==> config.mk <==
export PLATFORM = sky130hd
export DESIGN_NAME = ivt_timer_bank
export DESIGN_NICKNAME = d
export VERILOG_FILES = /design/src/rtl/ivt_pkg.sv /design/src/rtl/ivt_prescaler.sv /design/src/rtl/ivt_channel.sv /design/src/rtl/ivt_timer_bank.sv
export SDC_FILE = /design/constraint.sdc
export NUM_CORES = 2
export LEC_CHECK = 0
export ABC_AREA = 1
export BUFFER_PORTS_ARGS = -buffer_cell sky130_fd_sc_hd__buf_2
export CORE_ASPECT_RATIO = 2
export CORE_MARGIN = 4
export CORE_UTILIZATION = 40
export DETAILED_ROUTE_END_ITERATION = 16
export GPL_TIMING_DRIVEN = 1
export PLACE_DENSITY_LB_ADDON = 0.08
export REMOVE_ABC_BUFFERS = 1
export SYNTH_ARGS = -nofsm -noshare
export SYNTH_HDL_FRONTEND = slang
export SYNTH_SLANG_ARGS = --single-unit
==> constraint.sdc <==
create_clock -name clk -period 2.7 [get_ports clk]
set_input_delay 0.27 -clock clk [delete_from_list [all_inputs] [get_ports clk]]
set_output_delay 0.27 -clock clk [all_outputs]
set_load 0.03 [all_outputs]
==> src/rtl/ivt_pkg.sv <==
// Shared constants of the interval timer bank: register offsets and
// control field positions. Assumes 8-bit byte addressing of the bank.
package ivt_pkg;
    localparam int ADDR_W      = 8;
    localparam int SRC_N       = 4;
    localparam int SRC_W       = 2;
    localparam int EXP_W       = 3;
    localparam int CTL_W       = 8;

    localparam int CTL_EN      = 0;
    localparam int CTL_RELOAD  = 1;
    localparam int CTL_SRC_LSB = 2;
    localparam int CTL_EXP_LSB = 4;
    localparam int CTL_MODE    = 7;

    localparam logic [ADDR_W-1:0] ADR_IRQ_EN = 8'h00;
    localparam logic [ADDR_W-1:0] ADR_IRQ_ST = 8'h04;
    localparam logic [3:0]        SUB_CTRL   = 4'h0;
    localparam logic [3:0]        SUB_IVAL   = 4'h4;
    localparam logic [3:0]        SUB_CNT    = 4'h8;
endpackage

==> src/rtl/ivt_prescaler.sv <==
// Power-of-two divider for one channel. Emits a one-cycle tick on every
// 2^exp_sel-th source enable. Assumes exp_sel only changes while restart
// is high; restart holds the divider at phase zero and masks the tick.
module ivt_prescaler #(
    parameter int EXP_W = 3
) (
    input  logic             clk,
    input  logic             rst_n,
    input  logic             restart,
    input  logic             src_en,
    input  logic [EXP_W-1:0] exp_sel,
    output logic             tick
);
    localparam int DIV_W = (1 << EXP_W) - 1;

    logic [DIV_W-1:0] phase_q;
    logic [DIV_W-1:0] limit;

    // Terminal phase: 2^exp_sel - 1 as a mask of low ones.
    always_comb begin
        limit = '0;
        for (int b = 0; b < DIV_W; b++) begin
            if (b < int'(exp_sel)) limit[b] = 1'b1;
        end
    end

    assign tick = src_en && !restart && (phase_q == limit);

    // Phase counter: advances on source enables, wraps at the limit.
    always_ff @(posedge clk) begin
        if (!rst_n || restart) begin
            phase_q <= '0;
        end else if (src_en) begin
            phase_q <= (phase_q == limit) ? '0 : phase_q + 1'b1;
        end
    end
endmodule

==> src/rtl/ivt_channel.sv <==
// One timer channel: control, interval and live count registers plus
// its divider. Assumes ctrl_wr and ival_wr are never high together.
// expire pulses for one cycle when a divided tick finds the count at 0.
module ivt_channel
    import ivt_pkg::*;
#(
    parameter int DATA_W = 32
) (
    input  logic              clk,
    input  logic              rst_n,
    input  logic [SRC_N-1:0]  src_en,
    input  logic              ctrl_wr,
    input  logic              ival_wr,
    input  logic [DATA_W-1:0] wdata,
    output logic [CTL_W-1:0]  ctrl_q,
    output logic [DATA_W-1:0] ival_q,
    output logic [DATA_W-1:0] cnt_q,
    output logic              expire
);
    logic run;
    logic one_shot;
    logic src_sel;
    logic tick;

    assign run      = ctrl_q[CTL_EN];
    assign one_shot = ctrl_q[CTL_MODE];
    assign src_sel  = src_en[ctrl_q[CTL_SRC_LSB +: SRC_W]];
    assign expire   = run && tick && (cnt_q == '0);

    ivt_prescaler #(.EXP_W(EXP_W)) i_div (
        .clk     (clk),
        .rst_n   (rst_n),
        .restart (ctrl_wr || !run),
        .src_en  (src_sel),
        .exp_sel (ctrl_q[CTL_EXP_LSB +: EXP_W]),
        .tick    (tick)
    );

    // Control register: software write, or one-shot self-stop on expiry.
    always_ff @(posedge clk) begin
        if (!rst_n) begin
            ctrl_q <= '0;
        end else if (ctrl_wr) begin
            ctrl_q <= wdata[CTL_W-1:0];
        end else if (expire && one_shot) begin
            ctrl_q[CTL_EN] <= 1'b0;
        end
    end

    // Interval register: plain software storage.
    always_ff @(posedge clk) begin
        if (!rst_n) begin
            ival_q <= '0;
        end else if (ival_wr) begin
            ival_q <= wdata;
        end
    end

    // Down-counter: reload request, step on tick, refill or hold on expiry.
    always_ff @(posedge clk) begin
        if (!rst_n) begin
            cnt_q <= '0;
        end else if (ctrl_wr && wdata[CTL_RELOAD]) begin
            cnt_q <= ival_q;
        end else if (run && tick) begin
            if (cnt_q != '0) begin
                cnt_q <= cnt_q - 1'b1;
            end else if (!one_shot) begin
                cnt_q <= ival_q;
            end
        end
    end
endmodule

==> src/rtl/ivt_timer_bank.sv <==
// Bank of NUM_CH interval timer channels with shared interrupt enable and
// write-one-to-clear status. Assumes NUM_CH <= 14 so every channel window
// fits the 8-bit map, and DATA_W >= CTL_W and >= NUM_CH.
module ivt_timer_bank
    import ivt_pkg::*;
#(
    parameter int NUM_CH = 6,
    parameter int DATA_W = 32
) (
    input  logic              clk,
    input  logic              rst_n,
    input  logic [SRC_N-1:0]  src_en,
    input  logic [ADDR_W-1:0] bus_addr,
    input  logic              bus_we,
    input  logic [DATA_W-1:0] bus_wdata,
    output logic [DATA_W-1:0] bus_rdata,
    output logic [NUM_CH-1:0] irq
);
    logic [3:0]        win;
    logic [3:0]        sub;
    logic [NUM_CH-1:0] irq_en_q;
    logic [NUM_CH-1:0] irq_st_q;
    logic [NUM_CH-1:0] st_clr;
    logic [NUM_CH-1:0] expire_vec;
    logic [NUM_CH-1:0] run_vec;
    logic [NUM_CH-1:0] mode_vec;
    logic [CTL_W-1:0]  ctrl_arr [NUM_CH];
    logic [DATA_W-1:0] ival_arr [NUM_CH];
    logic [DATA_W-1:0] cnt_arr  [NUM_CH];

    assign win = bus_addr[7:4];
    assign sub = bus_addr[3:0];

    for (genvar n = 0; n < NUM_CH; n++) begin : g_ch
        logic hit;
        assign hit = (win == 4'(n + 1));

        ivt_channel #(.DATA_W(DATA_W)) i_ch (
            .clk     (clk),
            .rst_n   (rst_n),
            .src_en  (src_en),
            .ctrl_wr (bus_we && hit && (sub == SUB_CTRL)),
            .ival_wr (bus_we && hit && (sub == SUB_IVAL)),
            .wdata   (bus_wdata),
            .ctrl_q  (ctrl_arr[n]),
            .ival_q  (ival_arr[n]),
            .cnt_q   (cnt_arr[n]),
            .expire  (expire_vec[n])
        );

        assign run_vec[n]  = ctrl_arr[n][CTL_EN];
        assign mode_vec[n] = ctrl_arr[n][CTL_MODE];
    end

    assign st_clr = (bus_we && bus_addr == ADR_IRQ_ST) ? bus_wdata[NUM_CH-1:0] : '0;

    // Interrupt enable register.
    always_ff @(posedge clk) begin
        if (!rst_n) begin
            irq_en_q <= '0;
        end else if (bus_we && bus_addr == ADR_IRQ_EN) begin
            irq_en_q <= bus_wdata[NUM_CH-1:0];
        end
    end

    // Status register: expiries set, written ones clear, set wins.
    always_ff @(posedge clk) begin
        if (!rst_n) begin
            irq_st_q <= '0;
        end else begin
            irq_st_q <= (irq_st_q & ~st_clr) | expire_vec;
        end
    end

    // Masked interrupt lines, same-cycle with either register.
    assign irq = irq_st_q & irq_en_q;

    // Read path: decode address, zero for anything unmapped.
    always_comb begin
        bus_rdata = '0;
        if (bus_addr == ADR_IRQ_EN) begin
            bus_rdata[NUM_CH-1:0] = irq_en_q;
        end else if (bus_addr == ADR_IRQ_ST) begin
            bus_rdata[NUM_CH-1:0] = irq_st_q;
        end
        for (int n = 0; n < NUM_CH; n++) begin
            if (win == 4'(n + 1)) begin
                case (sub)
                    SUB_CTRL: bus_rdata[CTL_W-1:0] = ctrl_arr[n];
                    SUB_IVAL: bus_rdata = ival_arr[n];
                    SUB_CNT:  bus_rdata = cnt_arr[n];
                    default:  bus_rdata = '0;
                endcase
            end
        end
    end
endmodule

==> results_dict.tcl <==
set metrics [dict create \
    finalSetupViolations 2 \
    htree_levels 2 \
    overflow 0 \
    die_x_microns 200 \
    dpl.hpwl_microns 117000 \
    crit_type "primary input to output port" \
    area_growth_pct 16.7 \
    cts_made_buffers 51 \
    fin_util_pct 47.1 \
    final_antenna_net_count 0 \
    antenna_found_initial 18 \
    critPathMaxStageDelay_ns 0.32 \
    track_usage_pct 37.4 \
    synth_top_area_cell "dfxtp_1" \
    grt_pass1_vias 32700 \
    cts.clk_slew.worst_paths_ns 0.07 \
    hold_viol 0 \
    worst_pin_slew_ns 0.823 \
    cts_tree "done" \
    vdd_drop_max_mv 0.406 \
    status "complete, but fails checks" \
    grt_util_met1_pct 37.1 \
    grt_max_degree 77 \
    cp_max_fo 35 \
    first_iter_violations 2630 \
    syn_inst 4749 \
    die_y_microns 392 \
    cap_violations 0 \
    grt_pass1_wl_microns 215000 \
    postCtsSetupBuffers 0 \
    slew_violations 0 \
    grtUsageMet2_pct 66.0 \
    dp_cells 5792 \
    yosys_most_used_dff "dfxtp_1" \
    yosysWarnings 0 \
    max-slew-margin-rel_pct 44.9 \
    synth_seq_cells 486 \
    yosysTopAreaCellShare_pct 33.0 \
    clockRootBuffer "clkbuf_16" \
    busiest_layer "met2" \
    leakage_nw 15.5 \
    num_rows 140 \
    min_period_ns 2.73 \
    finalWorstSetupSlack_ns -0.0278 \
    arrival_ns 2.46 \
    finalWeightedCongestion 1.05 \
    pwr_density_cell_nw_per_um2 477 \
    layout_common_cells "nand2_1 (921), nor2_1 (828), o21ai_0 (554)" \
    crit_path_start_kind "primary input" \
    cts.sinks 486 \
    ys_types 55 \
    place_area_sq_um 32600 \
    final_common_cell "nand2_1" \
    timing.final.crit_share_pct 101 \
    clk_latency_ns 0.64 \
    dr.pass1.iters 6 \
    cts_buffer_depth 3 \
    async_reset_ff_share_pct 0 \
    layout-drive-gt1-share_pct 10.9 \
    routed_wl_microns 151000 \
    synth-edff-count 0 \
    cpMaxStageDelayCell "buf_4" \
    wl_per_cell_microns 25.6 \
    stdcell_area_sq_um 34400 \
    finalNetCount 4988 \
    tns_ns -0.0554 \
    worstPathCellList "buf_2 > inv_1 > nand3_4 > buf_12 > buf_4 > o22ai_1 > a22o_1 > a21oi_1 > nand4_1 > buf_2" \
    met3_usage_pct 5.37 \
    end_kind "output port" \
    max_freq_ghz 0.367 \
    via_per_inst 5.73 \
    critPathRequiredTime_ns 2.43 \
    vias 33800 \
    ys_seq_area_share_pct 33.0 \
    core_sq_um 73000 \
    rsz0062_at_grt "yes" \
    drc_errors 0 \
    syn_area_per_cell_sq_um 6.21 \
    initial_utilization_pct 40.4 \
    io_buffers 84 \
    worst-path-buf-inv 5 \
    worst_path_most_repeated_cell "buf_2" \
    syn-cell-area_sq_um 29500 \
    critPathTopFamily "buffers and inverters" \
    ios 85 \
    violations "setup timing" \
    fin_skew_ns 0.0166 \
    synthTopCellsByArea "dfxtp_1 (33%), nand2_1 (12%), nor2_1 (11%), o21ai_0 (9.5%), inv_1 (6.4%)" \
    hold_path.class "primary input to flop" \
    final_cells 5893 \
    dieArea_sq_um 78400 \
    dp_slack_ns -0.168 \
]
## sequential cells by signal (all words and copies together), names as in the netlist
| name | flops |
|---|---|
| g_ch.i_ch.ctrl_q | 48 |
| irq_en_q | 6 |
| irq_st_q | 6 |
| g_ch.i_ch.ival_q | 192 |
| g_ch.i_ch.cnt_q | 192 |
| g_ch.i_ch.i_div.phase_q | 42 |
## timing repair
action,CTS,global route
hold buffers,1,0
gates resized for setup,5,15
endpoints found under the hold margin,34,0
pin swaps,1,0
setup endpoints to repair,28,23
## worst paths after layout
check                          from                 endpoint  slack, ns  depth (start not counted)
max                     bus_addr[3]            bus_rdata[29]      -0.03                         10
min                   bus_wdata[16]  g_ch[1].i_ch.ival_q[16]       0.05                          3
max reg2reg   g_ch[3].i_ch.cnt_q[0]   g_ch[3].i_ch.cnt_q[18]       0.02                         13
min reg2reg  g_ch[2].i_ch.ctrl_q[1]   g_ch[2].i_ch.ctrl_q[1]       0.47                          2
## area by class of cell
cell class | count | area [sq um]
diodes | 5 | 12.5
clock buffers | 69 | 1430
clock inverters | 26 | 328
fillers | 7958 | 38600
inverters | 522 | 1970
multi-input cells | 3511 | 16800
flip-flops and latches | 486 | 9730
well taps | 923 | 1150
repair buffers | 351 | 2950
## layer usage
metal	wire (microns)	vias up
li1	-	15900
met5	20	-
met4	18000	2
met1	49800	15800
met3	8400	614
met2	74600	1493
## worst reg2reg max path: stages, from the launching register on
cell and delay, ns:
dfxtp_1 0.32, inv_1 0.14, ha_1 0.16, inv_1 0.15, nor2_1 0.14, nand3_1 0.13, nor3_1 0.23, buf_4 0.23
nand2_1 0.08, nand3_2 0.24, nand2_2 0.23, buf_12 0.23, o21ai_0 0.21, nor2_1 0.06
## report_power, final
group | switching, mW | internal, mW
clock network | 3.39 | 4.40
registers | 0.0139 | 7.18
logic | 1.03 | 0.390
## cell families after synthesis
logic type	count (synthesis)	share of synthesized area, %
xor+xnor	135	4.01
fa+ha+maj	18	0.764
simple gates	2232	31.6
compound gates	1126	20.4
flops	486	33.0
buf+inv	752	10.2
## cells in the mapped netlist (7+ instances only)
cell,n
xor2_1,124
nand2_1,926
nand3_1,259
o22ai_1,106
xnor2_1,11
ha_1,18
nand3b_1,7
nor3_1,44
dfxtp_1,486
a21oi_1,348
nand3_2,7
buf_2,55
nor2_2,13
or2_2,18
a22o_1,20
inv_2,13
o211ai_1,12
o21ai_0,561
nand4_1,77
o21ai_1,35
nand2_2,13
o221ai_1,21
nor2_1,836
buf_1,15
clkbuf_1,137
nor3b_1,13
inv_1,503
buf_6,8
buf_4,11
## metrics by stage
stage / hold WS (ns) / power, mW
CTS: 0.0223 / 16.5
floorplan: 0.390 / 7.95
detailed placement: 0.458 / 8.73
finish: 0.0542 / 16.4
global route: 0.0473 / 16.8
global placement: 0.455 / 8.73
No activity file was read; power rests on OpenSTA's default activity.
